`src/rtl/cnu_pkg.sv`:
```
package cnu_pkg;

  // Load strobes from control to datapath
  typedef struct packed {
    logic ldStage1;
    logic ldStage2;
  } cnu_strobe_t;

  // Quantized phi(x) = -ln(tanh(x/2)); input code has inFrac fraction bits,
  // result has outFrac fraction bits, rounded to nearest and clamped to maxCode.
  function automatic int phiCode(int code, int inFrac, int outFrac, int maxCode);
    real x;
    real e;
    real p;
    real r;
    if (code <= 0) return maxCode;
    x = real'(code) / real'(1 << inFrac);
    e = $exp(-x);
    p = $ln((1.0 + e) / (1.0 - e));
    r = p * real'(1 << outFrac) + 0.5;
    if (r >= real'(maxCode)) return maxCode;
    return $rtoi(r);
  endfunction

endpackage

```
`src/rtl/cnu_phi_rom.sv`:
```
module cnu_phi_rom
  import cnu_pkg::*;
#(
  parameter int MAG_W    = 5,
  parameter int IN_FRAC  = 2,
  parameter int OUT_FRAC = 5
) (
  input  logic [MAG_W-1:0] addr,
  output logic [MAG_W-1:0] data
);
  localparam int DEPTH = 1 << MAG_W;
  localparam int MAXC  = DEPTH - 1;

  logic [MAG_W-1:0] tab [DEPTH];

  for (genvar g = 0; g < DEPTH; g++) begin : g_entry
    localparam int VAL = phiCode(g, IN_FRAC, OUT_FRAC, MAXC);
    assign tab[g] = MAG_W'(VAL);
  end

  assign data = tab[addr];
endmodule

```
`src/rtl/cnu_ctrl.sv`:
```
module cnu_ctrl
  import cnu_pkg::*;
(
  input  logic        clk,
  input  logic        rstN,
  input  logic        inVld,
  output cnu_strobe_t strobe,
  output logic        outVld
);
  logic stage1Vld;

  always_ff @(posedge clk) begin
    if (!rstN) begin
      stage1Vld <= 1'b0;
      outVld    <= 1'b0;
    end else begin
      stage1Vld <= inVld;
      outVld    <= stage1Vld;
    end
  end

  assign strobe.ldStage1 = inVld;
  assign strobe.ldStage2 = stage1Vld;

  // accepted word yields a result two edges later
  p_latency_r1: assert property (@(posedge clk) disable iff (!rstN)
    inVld |-> ##2 outVld);
  // no spurious result
  p_no_spurious_r1: assert property (@(posedge clk) disable iff (!rstN)
    !inVld |-> ##2 !outVld);
endmodule

```
`src/rtl/cnu_datapath.sv`:
```
module cnu_datapath
  import cnu_pkg::*;
#(
  parameter int DEGREE = 32,
  parameter int W      = 6,
  parameter int FRAC_A = 2,
  parameter int ACC_W  = 10
) (
  input  logic                clk,
  input  logic                rstN,
  input  cnu_strobe_t         strobe,
  input  logic                modeMinSum,
  input  logic [W-2:0]        offsetBeta,
  input  logic [DEGREE*W-1:0] msgIn,
  output logic [DEGREE*W-1:0] msgOut
);
  localparam int MAG_W   = W - 1;
  localparam int MAG_MAX = (1 << MAG_W) - 1;
  localparam int FRAC_B  = MAG_W;
  localparam int IDX_W   = (DEGREE > 1) ? $clog2(DEGREE) : 1;
  localparam logic [W-1:0] MOST_NEG = {1'b1, {MAG_W{1'b0}}};

  // ---------------- stage 1: magnitudes, forward terms, aggregates
  logic [MAG_W-1:0] laneMag  [DEGREE];
  logic [MAG_W-1:0] laneTerm [DEGREE];
  logic [DEGREE-1:0] laneSgn;

  for (genvar g = 0; g < DEGREE; g++) begin : g_in
    logic [W-1:0] rawV;
    logic [W-1:0] negV;
    assign rawV = msgIn[g*W +: W];
    assign negV = ~rawV + W'(1);
    assign laneSgn[g] = rawV[W-1];
    assign laneMag[g] = (rawV == MOST_NEG) ? MAG_W'(MAG_MAX)
                      : (rawV[W-1] ? negV[MAG_W-1:0] : rawV[MAG_W-1:0]);

    cnu_phi_rom #(.MAG_W(MAG_W), .IN_FRAC(FRAC_A), .OUT_FRAC(FRAC_B)) u_fwd (
      .addr(laneMag[g]),
      .data(laneTerm[g])
    );
  end

  logic             aggPar;
  logic [ACC_W-1:0] aggSum;
  logic [MAG_W-1:0] aggMin1;
  logic [MAG_W-1:0] aggMin2;
  logic [IDX_W-1:0] aggIdx;

  always_comb begin
    logic [ACC_W:0] accWide;
    aggPar  = 1'b0;
    aggSum  = '0;
    aggMin1 = MAG_W'(MAG_MAX);
    aggMin2 = MAG_W'(MAG_MAX);
    aggIdx  = '0;
    for (int i = 0; i < DEGREE; i++) begin
      aggPar  = aggPar ^ laneSgn[i];
      accWide = {1'b0, aggSum} + (ACC_W+1)'(laneTerm[i]);
      aggSum  = accWide[ACC_W] ? {ACC_W{1'b1}} : accWide[ACC_W-1:0];
      if (laneMag[i] < aggMin1) begin
        aggMin2 = aggMin1;
        aggMin1 = laneMag[i];
        aggIdx  = IDX_W'(i);
      end else if (laneMag[i] < aggMin2) begin
        aggMin2 = laneMag[i];
      end
    end
  end

  logic [DEGREE-1:0] s1Sgn;
  logic [MAG_W-1:0]  s1Term [DEGREE];
  logic              s1Par;
  logic [ACC_W-1:0]  s1Sum;
  logic [MAG_W-1:0]  s1Min1;
  logic [MAG_W-1:0]  s1Min2;
  logic [IDX_W-1:0]  s1Idx;
  logic              s1Mode;
  logic [MAG_W-1:0]  s1Beta;

  always_ff @(posedge clk) begin
    if (!rstN) begin
      s1Sgn  <= '0;
      s1Par  <= 1'b0;
      s1Sum  <= '0;
      s1Min1 <= '0;
      s1Min2 <= '0;
      s1Idx  <= '0;
      s1Mode <= 1'b0;
      s1Beta <= '0;
      for (int i = 0; i < DEGREE; i++) s1Term[i] <= '0;
    end else if (strobe.ldStage1) begin
      s1Sgn  <= laneSgn;
      s1Par  <= aggPar;
      s1Sum  <= aggSum;
      s1Min1 <= aggMin1;
      s1Min2 <= aggMin2;
      s1Idx  <= aggIdx;
      s1Mode <= modeMinSum;
      s1Beta <= offsetBeta;
      for (int i = 0; i < DEGREE; i++) s1Term[i] <= laneTerm[i];
    end
  end

  // ---------------- stage 2: marginalize, inverse map or offset minimum, sign
  logic [W-1:0] laneOut [DEGREE];

  for (genvar g = 0; g < DEGREE; g++) begin : g_out
    logic [ACC_W-1:0] ext;
    logic [MAG_W-1:0] invAddr;
    logic [MAG_W-1:0] spMag;
    logic [MAG_W-1:0] msPick;
    logic [MAG_W-1:0] msMag;
    logic [MAG_W-1:0] mag;
    logic [W-1:0]     posV;
    logic             negOut;

    assign ext = (s1Sum >= ACC_W'(s1Term[g])) ? (s1Sum - ACC_W'(s1Term[g])) : '0;
    assign invAddr = (ext > ACC_W'(MAG_MAX)) ? MAG_W'(MAG_MAX) : ext[MAG_W-1:0];

    cnu_phi_rom #(.MAG_W(MAG_W), .IN_FRAC(FRAC_B), .OUT_FRAC(FRAC_A)) u_inv (
      .addr(invAddr),
      .data(spMag)
    );

    assign msPick = (IDX_W'(g) == s1Idx) ? s1Min2 : s1Min1;
    assign msMag  = (msPick > s1Beta) ? (msPick - s1Beta) : '0;
    assign mag    = s1Mode ? msMag : spMag;
    assign negOut = s1Par ^ s1Sgn[g];
    assign posV   = {1'b0, mag};
    assign laneOut[g] = (negOut && (mag != '0)) ? (~posV + W'(1)) : posV;
  end

  always_ff @(posedge clk) begin
    if (!rstN) begin
      msgOut <= '0;
    end else if (strobe.ldStage2) begin
      for (int i = 0; i < DEGREE; i++) msgOut[i*W +: W] <= laneOut[i];
    end
  end

  // ---------------- assertions
  // output register holds when no result is delivered
  p_hold_r10: assert property (@(posedge clk) disable iff (!rstN)
    !strobe.ldStage2 |=> $stable(msgOut));

  // the captured minima are ordered
  p_min_order_r9: assert property (@(posedge clk) disable iff (!rstN)
    s1Min1 <= s1Min2);

  for (genvar g = 0; g < DEGREE; g++) begin : g_chk
    logic [W-1:0] oLane;
    logic [W-1:0] oAbs;
    assign oLane = msgOut[g*W +: W];
    assign oAbs  = oLane[W-1] ? (~oLane + W'(1)) : oLane;

    // the most negative code never leaves the unit
    p_no_most_neg_r4: assert property (@(posedge clk) disable iff (!rstN)
      oLane != MOST_NEG);

    // offset-mode magnitude never exceeds the second minimum
    p_ms_bound_r8: assert property (@(posedge clk) disable iff (!rstN)
      (strobe.ldStage2 && s1Mode) |=> (oAbs <= W'($past(s1Min2))));
  end
endmodule

```
`src/rtl/check_node_unit.sv`:
```
module check_node_unit
  import cnu_pkg::*;
#(
  parameter int DEGREE = 32,
  parameter int W      = 6,
  parameter int FRAC_A = 2,
  parameter int ACC_W  = $clog2(DEGREE * ((1 << (W - 1)) - 1) + 1)
) (
  input  logic                clk,
  input  logic                rstN,
  input  logic                inVld,
  input  logic                modeMinSum,
  input  logic [W-2:0]        offsetBeta,
  input  logic [DEGREE*W-1:0] msgIn,
  output logic                outVld,
  output logic [DEGREE*W-1:0] msgOut
);
  cnu_strobe_t strobe;

  cnu_ctrl u_ctrl (
    .clk   (clk),
    .rstN  (rstN),
    .inVld (inVld),
    .strobe(strobe),
    .outVld(outVld)
  );

  cnu_datapath #(
    .DEGREE(DEGREE),
    .W     (W),
    .FRAC_A(FRAC_A),
    .ACC_W (ACC_W)
  ) u_dp (
    .clk       (clk),
    .rstN      (rstN),
    .strobe    (strobe),
    .modeMinSum(modeMinSum),
    .offsetBeta(offsetBeta),
    .msgIn     (msgIn),
    .msgOut    (msgOut)
  );
endmodule

```
`config.mk`:
```
export PLATFORM = sky130hd
export DESIGN_NAME = check_node_unit
export DESIGN_NICKNAME = d
export VERILOG_FILES = /design/src/rtl/cnu_pkg.sv /design/src/rtl/cnu_phi_rom.sv /design/src/rtl/cnu_ctrl.sv /design/src/rtl/cnu_datapath.sv /design/src/rtl/check_node_unit.sv
export SDC_FILE = /design/constraint.sdc
export NUM_CORES = 2
export LEC_CHECK = 0
export ABC_AREA = 1
export ABC_CLOCK_PERIOD_IN_PS = 83200
export CORE_MARGIN = 1
export CORE_UTILIZATION = 53
export DETAILED_ROUTE_END_ITERATION = 6
export HOLD_SLACK_MARGIN = 0.08
export PLACE_DENSITY = 0.71
export REMOVE_ABC_BUFFERS = 1
export SETUP_SLACK_MARGIN = 0.5
export SLEW_MARGIN = 10
export SYNTH_ARGS = -nofsm -noshare
export SYNTH_HDL_FRONTEND = slang
export SYNTH_SLANG_ARGS = --single-unit
```
`constraint.sdc`:
```
create_clock -name clk -period 83.2 [get_ports clk]
set_input_delay 8.32 -clock clk [delete_from_list [all_inputs] [get_ports clk]]
set_output_delay 8.32 -clock clk [all_outputs]
set_load 0.02 [all_outputs]
```
==> flow_summary.toml <==
[run_status]
status = "finished clean"

[floorplanning]
die_area_mm2 = 0.130
core_mm2 = 0.128
start_util_pct = 53.4
die-width_um = 361
chipHeight_um = 361
ios = 394
num_rows = 131

[final_layout]
instances_no_fill = 12900
nFillCells = 12600
diodes = 0
drive_gt1_share_pct = 5.22
area_growth_pct = 10.5
final_nets = 12300

[timing]
min_period_over_period_pct = 69.2
clock_skew_ps = 31.6
max_freq_ghz = 0.0174
hold_viol = 0
rsz0062_at_grt = "false"
timing.final.ws_setup_ps = 25610
tightest_slew_ps = 1280
finalSetupViolations = 0
finalMaxSlewViolations = 0
fin_tns_setup_ps = 0
period_needed_ps = 57590
slew_headroom_pct = 13.8
finalHoldWorstSlack_ps = 455

[clock_tree]
post_cts_buffers = 0
clock-sinks = 418
cts_resized = 0
cts_tree = "done"
clockBufferDepth = 3
clk_latency_ps = 670
clock-root-buffer = "clkbuf_16"
cts-buffers-inserted = 55
clk_pin_slew_ps = 70
cts_hold_buf = 0
h-tree-depth = 2

[synth]
syn-mean-instance-area_um2 = 6.21
synthSimpleGateAreaFrac_pct = 30.2
syn_inst = 11000
synth_top_area_share_pct = 14.0
synth.area.top_cells = "ha_1 (14%), nand2_1 (11%), inv_1 (10%)"
synth_cell_types = 81
syn-cell-area_mm2 = 0.0681
synth_top_cell_by_area = "ha_1"
synth_adder_area_share_pct = 16.8
yosysWarnings = 0
synth_xor_area_share_pct = 5.68
async_flop_share_pct = 0
ys.flop_type = "dfxtp_1"
synth_top_family_by_area = "simple AND/OR/NAND/NOR gates"
synth_edf_count = 160
ys_seq_area_share_pct = 14.6
synth_compound_area_share_pct = 20.2
synth_seq_cells = 418
muxShareOfSynthArea_pct = 0.0147

[critical_path]
crit_path_frequent_cell = "inv_1"
critPathKind = "in2reg"
cp.required_ps = 83730
crit_path_start_kind = "primary input"
crit_fanout = 20
crit_arrival_ps = 58120
timing.rr.start = "u_dp.s1Sum[7]"
reg2reg_slack_ps = 75250
cpPeakStageDelay_ps = 560
crit_path_top_delay_cell = "clkdlybuf4s50_1"
r2r-end = "u_dp.msgOut[38]"
endpoint_kind = "register"
worstRegToRegCells = 29

[drt]
drt-total-wl_mm = 244
wl_per_cell_um = 18.8
num_vias = 74900
ant_nets = 0
drt_iter0_markers = 7193
viasPerCell = 5.79
drt_first_pass_iters = 7
drc = 0

[placement]
globalplace.congestion = 0.980
dp_hpwl_mm = 186
numPlacedInstances = 12800
portBuffers = 393
place_ws_ps = 25730

[hold_path]
hold_path_depth = 2
hold_class = "reg2reg"
min-delay-start = "u_dp.s1Sum[9]"
hold_path_end = "u_dp.s1Sum[9]"

[global_route]
grt_max_degree = 131
grt.overflow.total = 0
antenna_found_initial = 6
grt_pass1_vias = 69000
grt_pass1_wl_mm = 375
grt_use_total_pct = 36.1

[run]
drv_cap = 0
cell families (layout without fill, tap and decap cells):
logic type	after synthesis	after routing
adder cells (fa/ha/maj)	857	857
multiplexers	1	1
XOR/XNOR	442	442
AND/OR/NAND/NOR	4621	4621
AO/OA/AOI/OAI	2452	2452
buffers and inverters	2176	2482
flip-flops	418	418
how the worst max path moves through the flow:
stage,startpoint,to,slack [ps],depth (start not counted)
floorplan,msgIn[0],u_dp.s1Idx[3],34510,275
global placement,msgIn[0],u_dp.s1Idx[3],26750,274
detailed placement,msgIn[0],u_dp.s1Idx[3],25730,274
CTS,msgIn[0],u_dp.s1Idx[3],26260,274
global route,msgIn[0],u_dp.s1Idx[3],20290,276
finish,msgIn[0],u_dp.s1Idx[3],25610,273
critical path: cells and delay by family:
kind	cells	cell delay, ps
fa+ha+maj	32	9710
buf+inv	56	10880
xor+xnor	1	180
simple gates	93	11770
compound gates	91	17180
area by class of cell:
| type | count | area [µm²] | area share, % |
|---|---|---|---|
| Inverter | 1931 | 7290 | 9.68 |
| Clock buffer | 77 | 1650 | 2.19 |
| Tap cell | 1662 | 2080 | 2.76 |
| Sequential cell | 418 | 9990 | 13.3 |
| Clock inverter | 24 | 203 | 0.269 |
| Multi-Input combinational cell | 8373 | 49700 | 66.0 |
| Timing Repair Buffer | 450 | 4370 | 5.81 |
Yosys cell counts, types with 128 or more instances:
cell         n
nand2_2    128
xnor2_1    147
nand2_1   2043
nand3_1    560
ha_1       762
a21oi_1    635
o21ai_0   1181
edfxtp_1   160
nor2_1    1050
dfxtp_1    258
clkbuf_1   172
inv_1     1832
xor2_1     295
nor3_1     320
per-stage QoR:
step	instance area, µm²	utilization [%]
6_report	75300	59.0
4_1_cts	75300	59.0
3_5_place_dp	73400	57.6
3_3_place_gp	73400	57.6
2_1_floorplan	66900	-
5_1_grt	75300	59.0
sequential cells by signal, indices dropped and copies added, names as in the netlist:
name	flops
u_ctrl.outVld	1
u_ctrl.stage1Vld	1
u_dp.msgOut	192
u_dp.s1Beta	5
u_dp.s1Idx	5
u_dp.s1Min1	5
u_dp.s1Min2	5
u_dp.s1Mode	1
u_dp.s1Par	1
u_dp.s1Sgn	32
u_dp.s1Sum	10
u_dp.s1Term	160
routing by layer:
| metal | up-vias | GRT usage [%] | wire length [µm] |
|---|---|---|---|
| li1 | 37000 | - | - |
| met1 | 34300 | 47.5 | 104000 |
| met2 | 2952 | 58.7 | 106000 |
| met3 | 614 | 4.91 | 21200 |
| met4 | 10 | 15.9 | 12500 |
| met5 | - | 0 | 66 |
cells in the final DEF (no fill, tap or decap), types with 95 or more instances in the layout:
cell type	Yosys	layout
nand2_1	2043	2042
inv_1	1832	1824
o21ai_0	1181	1181
nor2_1	1050	1047
ha_1	762	762
a21oi_1	635	635
nand3_1	560	560
clkdlybuf4s50_1	0	392
nor3_1	320	320
xor2_1	295	295
dfxtp_1	258	246
edfxtp_1	160	160
xnor2_1	147	147
nand2_2	128	128
nor4_1	127	127
fa_1	95	95
Power is not shown: default switching activity piles up to over one toggle a cycle in this logic, so the estimate is an artifact.
